<file path="src/rtl/dec8b10b_pkg.sv">
package dec8b10b_pkg;

    localparam int CW    = 10;
    localparam int BW    = 8;
    localparam int NUM_K = 12;

    typedef struct packed {
        logic [BW-1:0] value;
        logic          is_ctrl;
        logic          bad_code;
        logic          bad_disp;
        logic          rd_end;
    } lane_res_t;

    // reverse a first-bit-leftmost literal into bit0 = first bit
    function automatic logic [5:0] rev6(input logic [5:0] s);
        logic [5:0] r;
        for (int i = 0; i < 6; i++) r[i] = s[5-i];
        return r;
    endfunction

    function automatic logic [3:0] rev4(input logic [3:0] s);
        logic [3:0] r;
        for (int i = 0; i < 4; i++) r[i] = s[3-i];
        return r;
    endfunction

    // 6-bit sub-block, negative column, literal written abcdei
    function automatic logic [5:0] six_neg(input logic [4:0] x);
        logic [5:0] t;
        case (x)
            5'd0:  t = 6'b100111;  5'd1:  t = 6'b011101;
            5'd2:  t = 6'b101101;  5'd3:  t = 6'b110001;
            5'd4:  t = 6'b110101;  5'd5:  t = 6'b101001;
            5'd6:  t = 6'b011001;  5'd7:  t = 6'b111000;
            5'd8:  t = 6'b111001;  5'd9:  t = 6'b100101;
            5'd10: t = 6'b010101;  5'd11: t = 6'b110100;
            5'd12: t = 6'b001101;  5'd13: t = 6'b101100;
            5'd14: t = 6'b011100;  5'd15: t = 6'b010111;
            5'd16: t = 6'b011011;  5'd17: t = 6'b100011;
            5'd18: t = 6'b010011;  5'd19: t = 6'b110010;
            5'd20: t = 6'b001011;  5'd21: t = 6'b101010;
            5'd22: t = 6'b011010;  5'd23: t = 6'b111010;
            5'd24: t = 6'b110011;  5'd25: t = 6'b100110;
            5'd26: t = 6'b010110;  5'd27: t = 6'b110110;
            5'd28: t = 6'b001110;  5'd29: t = 6'b101110;
            5'd30: t = 6'b011110;  default: t = 6'b101011;
        endcase
        return rev6(t);
    endfunction

    // 4-bit sub-block, negative column, literal written fghj
    function automatic logic [3:0] four_neg(input logic [2:0] y);
        logic [3:0] t;
        case (y)
            3'd0: t = 4'b1011;  3'd1: t = 4'b1001;
            3'd2: t = 4'b0101;  3'd3: t = 4'b1100;
            3'd4: t = 4'b1101;  3'd5: t = 4'b1010;
            3'd6: t = 4'b0110;  default: t = 4'b1110;
        endcase
        return rev4(t);
    endfunction

    function automatic logic [3:0] alt7_neg();
        return rev4(4'b0111);
    endfunction

    function automatic logic [5:0] six_col(input logic [4:0] x, input logic k28, input logic rd);
        logic [5:0] s;
        s = k28 ? rev6(6'b001111) : six_neg(x);
        if (rd && (($countones(s) != 3) || (!k28 && x == 5'd7))) s = ~s;
        return s;
    endfunction

    function automatic logic [3:0] four_pos(input logic [2:0] y, input logic alt);
        logic [3:0] s;
        s = alt ? alt7_neg() : four_neg(y);
        if (($countones(s) != 2) || (y == 3'd3)) s = ~s;
        return s;
    endfunction

    // full code group for a byte, control flag and starting disparity
    function automatic logic [CW-1:0] enc10(input logic [BW-1:0] v, input logic k, input logic rd);
        logic [4:0] x;
        logic [2:0] y;
        logic [5:0] s6;
        logic [3:0] n4, p4, s4;
        logic       rd1, alt;
        x   = v[4:0];
        y   = v[7:5];
        s6  = six_col(x, k && (x == 5'd28), rd);
        rd1 = ($countones(s6) == 3) ? rd : ($countones(s6) > 3);
        alt = (y == 3'd7) && (k || (!rd1 && (x == 5'd17 || x == 5'd18 || x == 5'd20))
                                || (rd1 && (x == 5'd11 || x == 5'd13 || x == 5'd14)));
        n4  = alt ? alt7_neg() : four_neg(y);
        p4  = four_pos(y, alt);
        if (k) s4 = rd1 ? p4 : ~p4;
        else   s4 = rd1 ? p4 : n4;
        return {s4, s6};
    endfunction

    function automatic logic [BW-1:0] k_code(input int i);
        logic [BW-1:0] v;
        case (i)
            8:       v = {3'd7, 5'd23};
            9:       v = {3'd7, 5'd27};
            10:      v = {3'd7, 5'd29};
            11:      v = {3'd7, 5'd30};
            default: v = {3'(i), 5'd28};
        endcase
        return v;
    endfunction

    function automatic logic rd_after(input logic [CW-1:0] c, input logic rd);
        if ($countones(c) > CW/2) return 1'b1;
        if ($countones(c) < CW/2) return 1'b0;
        return rd;
    endfunction

endpackage

</file>
<file path="src/rtl/dec8b10b_sb_lookup.sv">
module dec8b10b_sb_lookup
    import dec8b10b_pkg::*;
(
    input  logic [CW-1:0] code,
    output logic [BW-1:0] cand
);
    // candidate data byte from independent sub-block matches
    always_comb begin
        cand = '0;
        for (int x = 0; x < 32; x++) begin
            if (code[5:0] == six_col(5'(x), 1'b0, 1'b0) ||
                code[5:0] == six_col(5'(x), 1'b0, 1'b1))
                cand[4:0] = 5'(x);
        end
        for (int y = 0; y < 8; y++) begin
            if (code[9:6] == four_neg(3'(y)) || code[9:6] == four_pos(3'(y), 1'b0))
                cand[7:5] = 3'(y);
        end
        if (code[9:6] == alt7_neg() || code[9:6] == four_pos(3'd7, 1'b1))
            cand[7:5] = 3'd7;
    end
endmodule

</file>
<file path="src/rtl/dec8b10b_lane.sv">
module dec8b10b_lane
    import dec8b10b_pkg::*;
(
    input  logic [CW-1:0] code,
    input  logic          rd_in,
    output lane_res_t     res
);
    logic [BW-1:0] cand;
    logic [BW-1:0] k_val;
    logic          d_neg, d_pos, k_neg, k_pos;

    dec8b10b_sb_lookup u_lookup (
        .code (code),
        .cand (cand)
    );

    always_comb begin
        // confirm the sub-block guess by re-encoding it in both columns
        d_neg = (enc10(cand, 1'b0, 1'b0) == code);
        d_pos = (enc10(cand, 1'b0, 1'b1) == code);
        k_neg = 1'b0;
        k_pos = 1'b0;
        k_val = '0;
        for (int i = 0; i < NUM_K; i++) begin
            if (enc10(k_code(i), 1'b1, 1'b0) == code) begin
                k_neg = 1'b1;
                k_val = k_code(i);
            end
            if (enc10(k_code(i), 1'b1, 1'b1) == code) begin
                k_pos = 1'b1;
                k_val = k_code(i);
            end
        end

        res        = '0;
        res.rd_end = rd_after(code, rd_in);
        if (k_neg || k_pos) begin
            res.value    = k_val;
            res.is_ctrl  = 1'b1;
            res.bad_disp = rd_in ? !k_pos : !k_neg;
        end else if (d_neg || d_pos) begin
            res.value    = cand;
            res.bad_disp = rd_in ? !d_pos : !d_neg;
        end else begin
            res.bad_code = 1'b1;
        end
    end
endmodule

</file>
<file path="src/rtl/dual_8b10b_decoder.sv">
module dual_8b10b_decoder
    import dec8b10b_pkg::*;
#(
    parameter int NUM_LANES = 2
) (
    input  logic                    clk,
    input  logic                    rst,
    input  logic                    in_valid,
    input  logic                    dbl_mode,
    input  logic [NUM_LANES*CW-1:0] code_in,
    output logic                    out_valid,
    output logic [NUM_LANES*BW-1:0] data_out,
    output logic [NUM_LANES-1:0]    ctrl_out,
    output logic [NUM_LANES-1:0]    code_err,
    output logic [NUM_LANES-1:0]    disp_err
);
    localparam int NL = NUM_LANES;

    typedef struct packed {
        logic             vld;
        logic             rd;
        logic [NL*BW-1:0] data;
        logic [NL-1:0]    ctrl;
        logic [NL-1:0]    cerr;
        logic [NL-1:0]    derr;
    } state_t;

    state_t    st_q, st_d;
    lane_res_t lane_res [NL];
    logic      lane_rd  [NL];

    // lanes in series: each starts from the previous lane's ending disparity
    for (genvar g = 0; g < NL; g++) begin : g_lane
        if (g == 0) begin : g_first
            assign lane_rd[g] = st_q.rd;
        end else begin : g_chain
            assign lane_rd[g] = lane_res[g-1].rd_end;
        end
        dec8b10b_lane u_lane (
            .code  (code_in[g*CW +: CW]),
            .rd_in (lane_rd[g]),
            .res   (lane_res[g])
        );
    end

    always_comb begin
        st_d     = st_q;
        st_d.vld = in_valid;
        if (in_valid) begin
            st_d.rd = dbl_mode ? lane_res[NL-1].rd_end : lane_res[0].rd_end;
            for (int i = 0; i < NL; i++) begin
                if (i == 0 || dbl_mode) begin
                    st_d.data[i*BW +: BW] = lane_res[i].value;
                    st_d.ctrl[i]          = lane_res[i].is_ctrl;
                    st_d.cerr[i]          = lane_res[i].bad_code;
                    st_d.derr[i]          = lane_res[i].bad_disp;
                end else begin
                    st_d.data[i*BW +: BW] = '0;
                    st_d.ctrl[i]          = 1'b0;
                    st_d.cerr[i]          = 1'b0;
                    st_d.derr[i]          = 1'b0;
                end
            end
        end
        if (rst) st_d = '0;
    end

    always_ff @(posedge clk) begin
        st_q <= st_d;
    end

    assign out_valid = st_q.vld;
    assign data_out  = st_q.data;
    assign ctrl_out  = st_q.ctrl;
    assign code_err  = st_q.cerr;
    assign disp_err  = st_q.derr;

endmodule

</file>
<file path="config.mk">
export PLATFORM = sky130hd
export DESIGN_NAME = dual_8b10b_decoder
export DESIGN_NICKNAME = d
export VERILOG_FILES = /design/src/rtl/dec8b10b_pkg.sv /design/src/rtl/dec8b10b_sb_lookup.sv /design/src/rtl/dec8b10b_lane.sv /design/src/rtl/dual_8b10b_decoder.sv
export SDC_FILE = /design/constraint.sdc
export NUM_CORES = 1
export LEC_CHECK = 0
export BUFFER_PORTS_ARGS = -buffer_cell sky130_fd_sc_hd__buf_2
export CAP_MARGIN = 20
export CELL_PAD_IN_SITES_DETAIL_PLACEMENT = 0
export CELL_PAD_IN_SITES_GLOBAL_PLACEMENT = 1
export CORE_MARGIN = 1
export CORE_UTILIZATION = 36
export DETAILED_ROUTE_END_ITERATION = 8
export PLACE_DENSITY_LB_ADDON = 0.1
export REMOVE_ABC_BUFFERS = 1
export SLEW_MARGIN = 20
export SYNTH_ARGS = -nofsm -noshare
export SYNTH_HDL_FRONTEND = slang
export SYNTH_SLANG_ARGS = --single-unit
</file>
<file path="constraint.sdc">
create_clock -name clk -period 12.4 [get_ports clk]
set_input_delay 0.62 -clock clk [delete_from_list [all_inputs] [get_ports clk]]
set_output_delay 0.62 -clock clk [all_outputs]
set_load 0.005 [all_outputs]
</file>
# ---- Word-level counts from Yosys, hierarchy flattened
# Memory sizes are Yosys's and may differ from the RTL's.
# Cells that the tools add are included.
dict set report totals {
  reg_bits 24
  rom_bits 3840
  out_inout_bits 23
  word_cells 823
  mem_count 20
}
# name depth word_bits rd rd_ports_with_merged_regs write_ports line_no
set mem_list {}
lappend mem_list {{(name not given)} 32 6 1 0 0 dec8b10b_pkg.sv:31} ;# case (x)
lappend mem_list {{(name not given)} 32 6 1 0 0 dec8b10b_pkg.sv:31}
lappend mem_list {{(name not given)} 32 6 1 0 0 dec8b10b_pkg.sv:31}
lappend mem_list {{(name not given)} 32 6 1 0 0 dec8b10b_pkg.sv:31}
lappend mem_list {{(name not given)} 32 6 1 0 0 dec8b10b_pkg.sv:31}
lappend mem_list {{(name not given)} 32 6 1 0 0 dec8b10b_pkg.sv:31}
lappend mem_list {{+14 memories} -- -- -- -- -- --}
dict set report classes {
  add_sub_neg 180
  n_lt_le_gt_ge 24
  n_eq_ne 226
  muxes 271
  bitwise 14
  n_reduce_logical 82
}
# cell count
set op_table {}
lappend op_table {{$add 32x32->32} 47}
lappend op_table {{$gt 32x3->1 const B} 20}
lappend op_table {{$eq 32x3->1 const B} 19}
lappend op_table {{$ne 32x3->1 const B} 14}
lappend op_table {{$mux 8} 51}
lappend op_table {{$mux 5} 62}
lappend op_table {{$eq 6x6->1 const B} 44}
lappend op_table {{$add 32x2->32} 8}
lappend op_table {{$add 1x1->2} 108}
lappend op_table {{$eq 10x10->1} 20}
lappend op_table {{$eq 6x5->1 const B} 28}
lappend op_table {{$eq 10x10->1 const A} 16}
lappend op_table {{$mux 4} 28}
lappend op_table {{$mux 1} 104}
lappend op_table {{$eq 9x10->1 const A} 10}
lappend op_table {{$eq 6x4->1 const B} 12}
lappend op_table {{$add 2x32->32} 2}
lappend op_table {{$gt 32x4->1 const B} 2}
lappend op_table {{$lt 32x4->1 const B} 2}
lappend op_table {{$mux 6} 10}
lappend op_table {{$not 6->6} 10}
lappend op_table {{$logic_or 1x1->1} 56}
lappend op_table {{$pmux 4 s7} 2}
lappend op_table {{$eq 4x4->1 const B} 12}
lappend op_table {{20 further kinds} 110}

# ---- Depth between registers and ports, before layout
# Gate-level depths: netlist of run 1.
# An unclocked memory read counts as a cell.
dict set report logic_depth {
  depth_word 62
  depth_mapped 46
  mapped_depth_nobuf 43
}

# ---- Modules after synthesis
# From an unflattened synthesis of run 1, not the netlist that was laid out.
dict set report hier_totals {
  cells_unflattened 967
  area_unflattened_um2 7153.1
}
# mod n_inst cells_each area_per_inst_um2 seq_area_each_um2
set modules_own_cells {}
lappend modules_own_cells {{dec8b10b_lane (g_lane[1].u_lane)} 1 376 2753.9 0.0}
lappend modules_own_cells {{dec8b10b_lane (g_lane[0].u_lane)} 1 321 2364.8 0.0}
lappend modules_own_cells {dual_8b10b_decoder 1 90 899.6 480.5}
lappend modules_own_cells {{dec8b10b_sb_lookup (g_lane[1].u_lane.u_lookup)} 1 91 569.3 0.0}
lappend modules_own_cells {{dec8b10b_sb_lookup (g_lane[0].u_lane.u_lookup)} 1 89 565.5 0.0}

# ---- Least setup slack after synthesis of run 1
# Ideal clock, no wire load.
dict set report synth_timing {
  path_type {input-to-reg}
  startpoint {input port code_in[1]}
  endpoint {register st_q (netlist bit code_err[0])}
  arrival_time_ns 9.461
  required_time_ns 12.335
  slack_ns 2.874
  path_stages 44
  cell_sequence {buf_6 > clkbuf_1 > clkbuf_1 > buf_1 > mux2i_1 > o22ai_1 > a211oi_1 > o21ai_0 > a31oi_1 > inv_1 > ha_1 > nor2_1 > a211oi_1 > a311oi_2 > ha_1 > inv_1 > fa_1 > inv_1 > [... 8 more ...] > inv_1 > ha_1 > inv_1 > ha_1 > a21boi_0 > or4_1 > a211oi_1 > or3b_2 > ha_1 > ha_1 > fa_1 > a31oi_1 > nor3_1 > and3_1 > o22a_2 > buf_6 > o32a_1 > nor2_1}
}
dict set report synth_between {
  elab_chain_len 60
  elab_cells_between_ends 208
  cone_classes {21 x add/sub; 2 x order compare; 82 x eq/ne; 66 x mux; 3 x bitwise; 32 x reduce/logical; 2 x memory}
}
# element line_no
set synth_rtl {}
lappend synth_rtl {{from (decl)} dual_8b10b_decoder.sv:10} ;# input logic [NUM_LANES*CW-1:0] code_in,
lappend synth_rtl {{$eq 6x6->1 or $eq 6x5->1 (tied branches)} {dec8b10b_sb_lookup.sv:11, dec8b10b_sb_lookup.sv:12}}
lappend synth_rtl {{$logic_or 1x1->1} dec8b10b_sb_lookup.sv:11} ;# if (code[5:0] == six_col(5'(x), 1'b0, 1'b0) ||
lappend synth_rtl {{$mux 1} dec8b10b_sb_lookup.sv:11}
lappend synth_rtl {{$mux 5 (30 in series)} dec8b10b_sb_lookup.sv:11}
lappend synth_rtl {{$mem_v2 32x6} --}
lappend synth_rtl {{$add 1x1->2 (implied by the code)} dec8b10b_pkg.sv:71} ;# if (rd && (($countones(s) != 3) || (!k28 && x == 5'd7))) s = ~s;
lappend synth_rtl {{$add 32x32->32 (implied by the code) (2 in series)} dec8b10b_pkg.sv:71}
lappend synth_rtl {{$ne 32x3->1} dec8b10b_pkg.sv:71}
lappend synth_rtl {{[... 14 more ...]} --}
lappend synth_rtl {{$ne 32x3->1} dec8b10b_pkg.sv:78} ;# if (($countones(s) != 2) || (y == 3'd3)) s = ~s;
lappend synth_rtl {{$logic_or 1x1->1} dec8b10b_pkg.sv:78}
lappend synth_rtl {{$mux 4} dec8b10b_pkg.sv:78}
lappend synth_rtl {{$mux 4} dec8b10b_pkg.sv:98} ;# else s4 = rd1 ? p4 : n4;
lappend synth_rtl {{$eq 10x10->1} dec8b10b_lane.sv:20} ;# d_pos = (enc10(cand, 1'b0, 1'b1) == code);
lappend synth_rtl {{$logic_or 1x1->1} dec8b10b_lane.sv:41} ;# end else if (d_neg || d_pos) begin
lappend synth_rtl {{$mux 1} dec8b10b_lane.sv:41}
lappend synth_rtl {{$mux 1 (*)} dec8b10b_lane.sv:37} ;# if (k_neg || k_pos) begin
lappend synth_rtl {{to (signal assigned)} dual_8b10b_decoder.sv:69} ;# st_q <= st_d;
lappend synth_rtl {{to (decl)} dual_8b10b_decoder.sv:28} ;# state_t st_q, st_d;
# Mark *: on every way between the ends. The rest lies on a longest branch, timed or not.
# A chain may end at the register's enable or synchronous reset.

# ---- Final worst setup path of run 1
dict set report layout_timing {
  startpoint {input port code_in[3]}
  endpoint {register st_q (netlist bit data_out[0])}
}
dict set report layout_between {
  elab_chain_len 60
  elab_cells_between_ends 231
  cone_classes {21 x add/sub; 2 x order compare; 82 x eq/ne; 89 x mux; 3 x bitwise; 32 x reduce/logical; 2 x memory}
}
# element line_no
set layout_rtl {}
lappend layout_rtl {{$eq 6x6->1 or $eq 6x5->1 (tied branches)} {dec8b10b_sb_lookup.sv:11, dec8b10b_sb_lookup.sv:12}}
lappend layout_rtl {{$logic_or 1x1->1} dec8b10b_sb_lookup.sv:11}
lappend layout_rtl {{$mux 1} dec8b10b_sb_lookup.sv:11}
lappend layout_rtl {{$mux 5 (30 in series)} dec8b10b_sb_lookup.sv:11}
lappend layout_rtl {{$mem_v2 32x6} --}
lappend layout_rtl {{$add 1x1->2 (implied by the code)} dec8b10b_pkg.sv:71}
lappend layout_rtl {{$add 32x32->32 (implied by the code) (2 in series)} dec8b10b_pkg.sv:71}
lappend layout_rtl {{$ne 32x3->1} dec8b10b_pkg.sv:71}
lappend layout_rtl {{[... 14 more ...]} --}
lappend layout_rtl {{$ne 32x3->1} dec8b10b_pkg.sv:78}
lappend layout_rtl {{$logic_or 1x1->1} dec8b10b_pkg.sv:78}
lappend layout_rtl {{$mux 4} dec8b10b_pkg.sv:78}
lappend layout_rtl {{$mux 4} dec8b10b_pkg.sv:98}
lappend layout_rtl {{$eq 10x10->1} dec8b10b_lane.sv:20}
lappend layout_rtl {{$logic_or 1x1->1} dec8b10b_lane.sv:41}
lappend layout_rtl {{$mux 8} dec8b10b_lane.sv:41}
lappend layout_rtl {{$mux 8 (*)} dec8b10b_lane.sv:37}
# Marked as above.

==> results of run 1 <==
-- stage by stage --
step | worst slack (ns) | hold WS [ns]
global route | 0.7663 | 0.4954
finish | 1.571 | 0.4593
detailed placement | 1.326 | 0.4528
global placement | 1.302 | 0.4524
floorplan | 3.116 | 0.4513
CTS | 1.589 | 0.4617
-- logic make-up (layout without fill, tap and decap cells) --
group,count (synthesis),after routing,synth area share [%]
simple gates,398,398,29.10
compound gates,324,324,32.03
buf+inv,149,137,8.365
fa+ha+maj,92,92,17.71
mux,19,19,2.676
flops,24,24,6.464
xor+xnor,31,31,3.653
-- sequential cells by signal, indices dropped and copies added (netlist names) --
register,count
lane_rd,1
out_valid,1
data_out,16
ctrl_out,2
code_err,2
disp_err,2
-- how the worst max path moves through the flow --
stage	slack [ns]	cells after the start	startpoint	end
2_1_floorplan	3.12	41	code_in[3]	code_err[0]
3_3_place_gp	1.30	42	code_in[3]	data_out[4]
3_5_place_dp	1.33	42	code_in[3]	data_out[0]
4_1_cts	1.59	42	code_in[3]	data_out[0]
5_1_grt	0.77	42	code_in[3]	data_out[0]
6_report	1.57	42	code_in[3]	data_out[0]
-- layer usage --
layer | track usage [%] | vias up | part of all wire [%]
met5 | 0 | - | 0
li1 | - | 3893 | -
met3 | 1.066 | 42 | 2.6
met2 | 41.77 | 222 | 50
met4 | 7.579 | 0 | 2.7
met1 | 28.66 | 3816 | 44
-- layout make-up --
| class | instances | area (um^2) |
|---|---|---|
| inverters | 79 | 296.5 |
| clock buffers | 3 | 75.07 |
| clock inverters | 1 | 30.03 |
| multi-input cells | 864 | 6331 |
| flip-flops and latches | 24 | 480.5 |
| well taps | 270 | 337.8 |
| fillers | 2213 | 12390 |
| repair buffers | 54 | 290.3 |
-- critical path: cells and delay by family --
kind                     cells  cell delay (ns)
adder cells (fa/ha/maj)     12             3.76
AO/OA/AOI/OAI               13             3.40
buffers and inverters       10             1.27
AND/OR/NAND/NOR              7             1.91
-- cells in the final DEF, fill, tap and decap left out, drive strengths merged, types with 7 or more instances in the layout --
cell type / instances
ha: 70
fa: 22
nor2: 77
mux2: 7
a32o: 7
xnor2: 27
and4: 7
o21ai: 49
nand2b: 19
mux2i: 12
or3: 15
nor3b: 10
nor2b: 14
o211ai: 20
buf: 54
o32a: 7
nand4: 16
dfxtp: 24
nor4: 14
a22oi: 17
a211oi: 22
o32ai: 9
nor3: 32
o31ai: 12
a32oi: 8
o31a: 7
a311oi: 9
nand3b: 17
a31oi: 20
nand2: 77
a21boi: 7
a21oi: 40
inv: 78
and3: 15
and2: 13
o22ai: 26
or2: 7
nand3: 43
-- power breakdown --
group          leakage [nW]  internal [W]   total, W  switching, W
registers             0.196     0.0000806  0.0000829    0.00000230
clock network        0.0511     0.0000642  0.0000934     0.0000293
logic                  2.86      0.000252   0.000649      0.000397
total                  3.11      0.000396   0.000825      0.000429
==> results by group, run 1 <==
CTS
  – Worst skew pair latency: 0.26 ns
  – CTS clk-pin slew, worst paths: 0.07 ns
  – Clk sinks: 24
  – Post-CTS Hold Fix Bufs: 0
  – Resized Gates After CTS: 0
  – CTS max path bufs: 2
  – CTS Root Cell: clkbuf_16
  – H-tree levels: 1
  – CTS buffer count: 3
  – Total setup buffers inserted after CTS: 0
  – CTS tree: built

STA
  – Minimum clock period: 10.83 ns
  – Tcrit/Tclk final: 87.33%
  – Clk_skew: 0.001301 ns
  – Tightest Pin Transition: 0.8318 ns
  – Slew headroom: 44.12%
  – RSZ-0062 raised after global routing: no
  – Final setup fails: 0
  – Fmax: 92.35 MHz
  – Setup TNS: 0 ns
  – Pins Over Slew Limit: 0
  – Final hold violations: 0

Floorplanning
  – Chip Height: 145.7 um
  – Core area: 20230 um^2
  – DIE AREA: 21230 um^2
  – Ports: 47
  – Num rows: 52
  – Die W: 145.7 um
  – Initial core utilization: 36.74%

Logic synthesis
  – Top FF cell, synth: dfxtp_1
  – Synthesis warning total: 0
  – Post-synth top area share: 11.78%
  – Synth top area cells: ha_1 12%, dfxtp_1 6.5%, fa_1 5.9%
  – Synth cell types: 94
  – Leading area contributor after synthesis: ha_1
  – Syn Area/Cell: 7.168 um^2
  – Seq/Total Area, Yosys: 6.464%
  – EDFF count, synth: 0
  – Seq cells post-synth: 24
  – Mapped cell area: 7433 um^2
  – Async SR Flop Fraction: 0%
  – Synth Instances: 1037
  – Commonest cells in the netlist: 78 x inv_1, 77 x nand2_1, 77 x nor2_1
  – Cell with the most instances after synthesis: inv_1

Run status
  – Status: finished, final reports clean

Run
  – Max_cap viols: 0

GRT
  – Initial antenna violation count: 0
  – Vias in the first global route: 7604
  – First-pass GRT wire length: 40.39 mm
  – Global-route usage over all layers: 22.90%
  – Grt total ovfl: 0
  – Largest net degree at the start of global routing: 39

Final layout
  – Final std cell area, no fill: 7841 um^2
  – Final-stage net count: 1142
  – Utilization after layout: 38.75%
  – ANT cells: 0
  – Post-Layout Cell Count: 1295
  – Area Growth Syn to Fin: 5.487%
  – Share of post-route cells with drive strength above 1: 9.463%

Worst hold path
  – Hold Path Origin: code_err[1]
  – Hold Path Sink: code_err[1]
  – HP Class: reg -> reg
  – Hold Path Depth: 2

Critical path
  – Reg-to-reg slack, setup: 10.96 ns
  – Crit path DAT: 11.00 ns
  – Crit start category: input pin
  – RR Startpoint: lane_rd[1]
  – Setup CP Type: in -> reg
  – Reg2Reg Depth: 6
  – CP max stage delay: 0.65 ns
  – Worst Setup End Kind: flip-flop
  – Crit-path slowest cell: nor3_1
  – Worst R2R End: disp_err[1]
  – Crit path max fanout: 21
  – WP data required: 12.57 ns

Drt
  – Vias per cell: 6.157
  – DR vias: 7973
  – First drt pass iteration count: 5
  – Final ANT Viol Nets: 0
  – WL final: 24.43 mm
  – Drt initial violations: 754
  – Routed WL per cell: 18.86 um
  – DRC viols: 0

Power
  – Power Dens Cells: 105.3 nW/um^2
  – VDD IR-drop max: 0.1378 mV
  – Power, Total: 0.0008253 W
  – Leakage: 3.107 nW

Placed design
  – Dpl cells: 1291
  – PortBufs: 46
  – Placement-stage cell area: 7736 um^2
  – Gpl congestion: 0.8690
  – Post-detail-place hpwl: 19.03 mm
Note: power is estimated with default switching activity, not from simulation.
==> inputs of run 2 (changes only) <==
--- a/config.mk
+++ b/config.mk
@@ -17,4 +17,5 @@
 export SLEW_MARGIN = 20
 export SYNTH_ARGS = -nofsm -noshare
 export SYNTH_HDL_FRONTEND = slang
+export SYNTH_HIERARCHICAL = 1
 export SYNTH_SLANG_ARGS = --single-unit
==> run 2 against run 1 <==
Combinational power is 51% higher. Clock skew is 0.0012 ns lower. Sequential share of layout area grew 0.31 points. Register-to-register slack worse by 0.65 ns. Worst setup slack better by 1.4 ns. Largest cell class unchanged. Synthesized area decreased by 3.8%. Critical path type unchanged. Hold slack gained 0.0099 ns. Non-clock buffer count down 4. Via count fell by 13%. Wire length is 17% lower. First-iteration DRC count down 42%.
==> results by group, run 2 <==
Run status
  – Status: finished, final reports clean

CTS
  – CTS max path bufs: 2
  – Post-CTS Hold Fix Bufs: 0
  – CTS clk-pin slew, worst paths: 0.06 ns
  – CTS Root Cell: clkbuf_16
  – CTS buffer count: 3
  – Worst skew pair latency: 0.26 ns
  – H-tree levels: 1
  – Total setup buffers inserted after CTS: 0
  – Resized Gates After CTS: 0
  – Clk sinks: 24
  – CTS tree: built

STA
  – Fmax: 105.7 MHz
  – Tightest Pin Transition: 0.9748 ns
  – Final setup fails: 0
  – Pins Over Slew Limit: 0
  – Worst hold margin: 0.4692 ns
  – Minimum clock period: 9.464 ns
  – Tcrit/Tclk final: 76.32%
  – Setup TNS: 0 ns
  – Slew headroom: 34.83%
  – Final hold violations: 0
  – RSZ-0062 raised after global routing: no
  – Clk_skew: 0.0001298 ns

Final layout
  – Share of post-route cells with drive strength above 1: 9.792%
  – FILL cells: 2125
  – ANT cells: 0
  – Final std cell area, no fill: 7465 um^2
  – Final-stage net count: 1079
  – Max reg flops: 16
  – Most common cell after layout, fill and taps aside: ha_1
  – Post-Layout Cell Count: 1225
  – Area Growth Syn to Fin: 4.355%
  – Most frequent cells in the layout: 74 x ha_1, 70 x nor2_1, 65 x a21oi_1, 64 x inv_1, 55 x nand2_1

Placed design
  – PortBufs: 46
  – Placement-stage cell area: 7376 um^2
  – Gpl congestion: 0.8083
  – Post-detail-place hpwl: 15.60 mm
  – Dpl cells: 1221

Drt
  – Drt initial violations: 434
  – Vias per cell: 5.659
  – First drt pass iteration count: 5
  – Routed WL per cell: 16.47 um
  – Final ANT Viol Nets: 0
  – DR vias: 6932
  – WL final: 20.18 mm
  – DRC viols: 0

Logic synthesis
  – Top FF cell, synth: dfxtp_1
  – Seq cells post-synth: 24
  – Synth Instances: 967
  – Commonest cells in the netlist: 74 x ha_1, 70 x nor2_1, 65 x a21oi_1
  – Leading area contributor after synthesis: ha_1
  – Syn Area/Cell: 7.397 um^2
  – EDFF count, synth: 0
  – Synth cell types: 99
  – Cell with the most instances after synthesis: ha_1
  – Mapped cell area: 7153 um^2
  – Seq/Total Area, Yosys: 6.717%
  – Synthesis warning total: 6
  – Async SR Flop Fraction: 0%
  – Post-synth top area share: 12.94%
  – Synth top area cells: ha_1 13%, dfxtp_1 6.7%, fa_1 5.6%

Critical path
  – Crit path DAT: 9.65 ns
  – Crit-path slowest cell: a311oi_2
  – CP max stage delay: 0.66 ns
  – Crit path max fanout: 32
  – Crit start category: input pin
  – Setup CP Type: in -> reg
  – Critical path buffers and inverters: 4
  – Reg2Reg Depth: 7
  – Crit path top cell by count: fa_1
  – Worst setup path start: code_in[10]
  – RR Startpoint: lane_rd[1]
  – Top Family by Delay on Critical Path: adder cells
  – Worst Setup End Kind: flip-flop
  – Stages on worst setup path: 32
  – WP data required: 12.59 ns

Power
  – Clock power share: 6.9%
  – Leakage: 3.111 nW
  – Sw frac: 54.23%
  – Reg power frac: 7.1%
  – VDD IR-drop max: 0.4951 mV
  – Comb pwr share: 86.0%
  – Power, Total: 0.001135 W
  – Power Dens Cells: 152.1 nW/um^2
  – Internal power: 0.0005196 W
  – Psw: 0.0006156 W

GRT
  – Global-route usage over all layers: 19.66%
  – First-pass GRT wire length: 32.93 mm
  – Largest net degree at the start of global routing: 37
  – Vias in the first global route: 6311
  – Initial antenna violation count: 0
  – Grt total ovfl: 0

Worst hold path
  – Hold Path Depth: 2
  – Hold Path Origin: data_out[14]
  – HP Class: reg -> reg

Floorplanning
  – Die W: 143.0 um
  – Core area: 19460 um^2
  – Initial core utilization: 36.75%
  – Ports: 47
  – Chip Height: 143.0 um
  – Num rows: 51
  – DIE AREA: 20440 um^2

Run
  – Max_cap viols: 0
## run 2: tightest hold or removal path, stage by stage (launching register included)
cell and delay [ns]:
dfxtp_1 0.31, nand2b_1 0.06, a21oi_1 0.05
## run 2: path summary, 6_finish.rpt
kind             endpoint  slack [ns]
max          data_out[11]        2.94
min          data_out[14]        0.47
max reg2reg   disp_err[1]       10.31
min reg2reg  data_out[14]        0.47
## run 2: routing by layer
| metal | global-route usage [%] | wire length, um | up-vias |
|---|---|---|---|
| met5 | 0 | 0 | - |
| met4 | 3.226 | 276 | 0 |
| met3 | 0.7713 | 285 | 19 |
| met2 | 36.64 | 10280 | 99 |
| met1 | 25.20 | 9338 | 3259 |
| li1 | - | - | 3555 |
## run 2: cells by family (layout without fill, tap and decap cells)
| family | count (synthesis) | count (layout) | synth area share (%) |
|---|---|---|---|
| simple gates | 362 | 362 | 27.88 |
| compound gates | 290 | 290 | 28.81 |
| buf+inv | 129 | 122 | 9.008 |
| fa+ha+maj | 94 | 94 | 18.54 |
| xor+xnor | 36 | 36 | 4.408 |
| mux | 32 | 32 | 4.635 |
| flops | 24 | 24 | 6.717 |
## run 2: per-stage QoR
stage / util (%) / worst slack, ns
3_3_place_gp: 37.90 / 2.721
5_1_grt: 38.35 / 2.276
2_1_floorplan: - / 3.746
3_5_place_dp: 37.90 / 2.728
6_report: 38.35 / 2.936
4_1_cts: 38.35 / 2.976
## run 2: power by group through the flow
stage | Combinational [W] | Clock (W) | Sequential (W)
final | 0.000977 | 0.0000779 | 0.0000807
after CTS | 0.000985 | 0.0000804 | 0.0000808
after global routing | 0.00111 | 0.0000832 | 0.0000809
after global placement | 0.000980 | 0 | 0.0000826
after floorplan | 0.000768 | 0 | 0.0000820
after detailed placement | 0.000978 | 0 | 0.0000825
## run 2: layout make-up
| type | instances | area (um^2) | share of cell area (%) |
|---|---|---|---|
| Clock buffer | 4 | 88.84 | 1.190 |
| Inverter | 68 | 269.0 | 3.604 |
| Multi-Input combinational cell | 814 | 6035 | 80.84 |
| Sequential cell | 24 | 480.5 | 6.436 |
| Tap cell | 265 | 331.6 | 4.442 |
| Timing Repair Buffer | 50 | 260.3 | 3.486 |
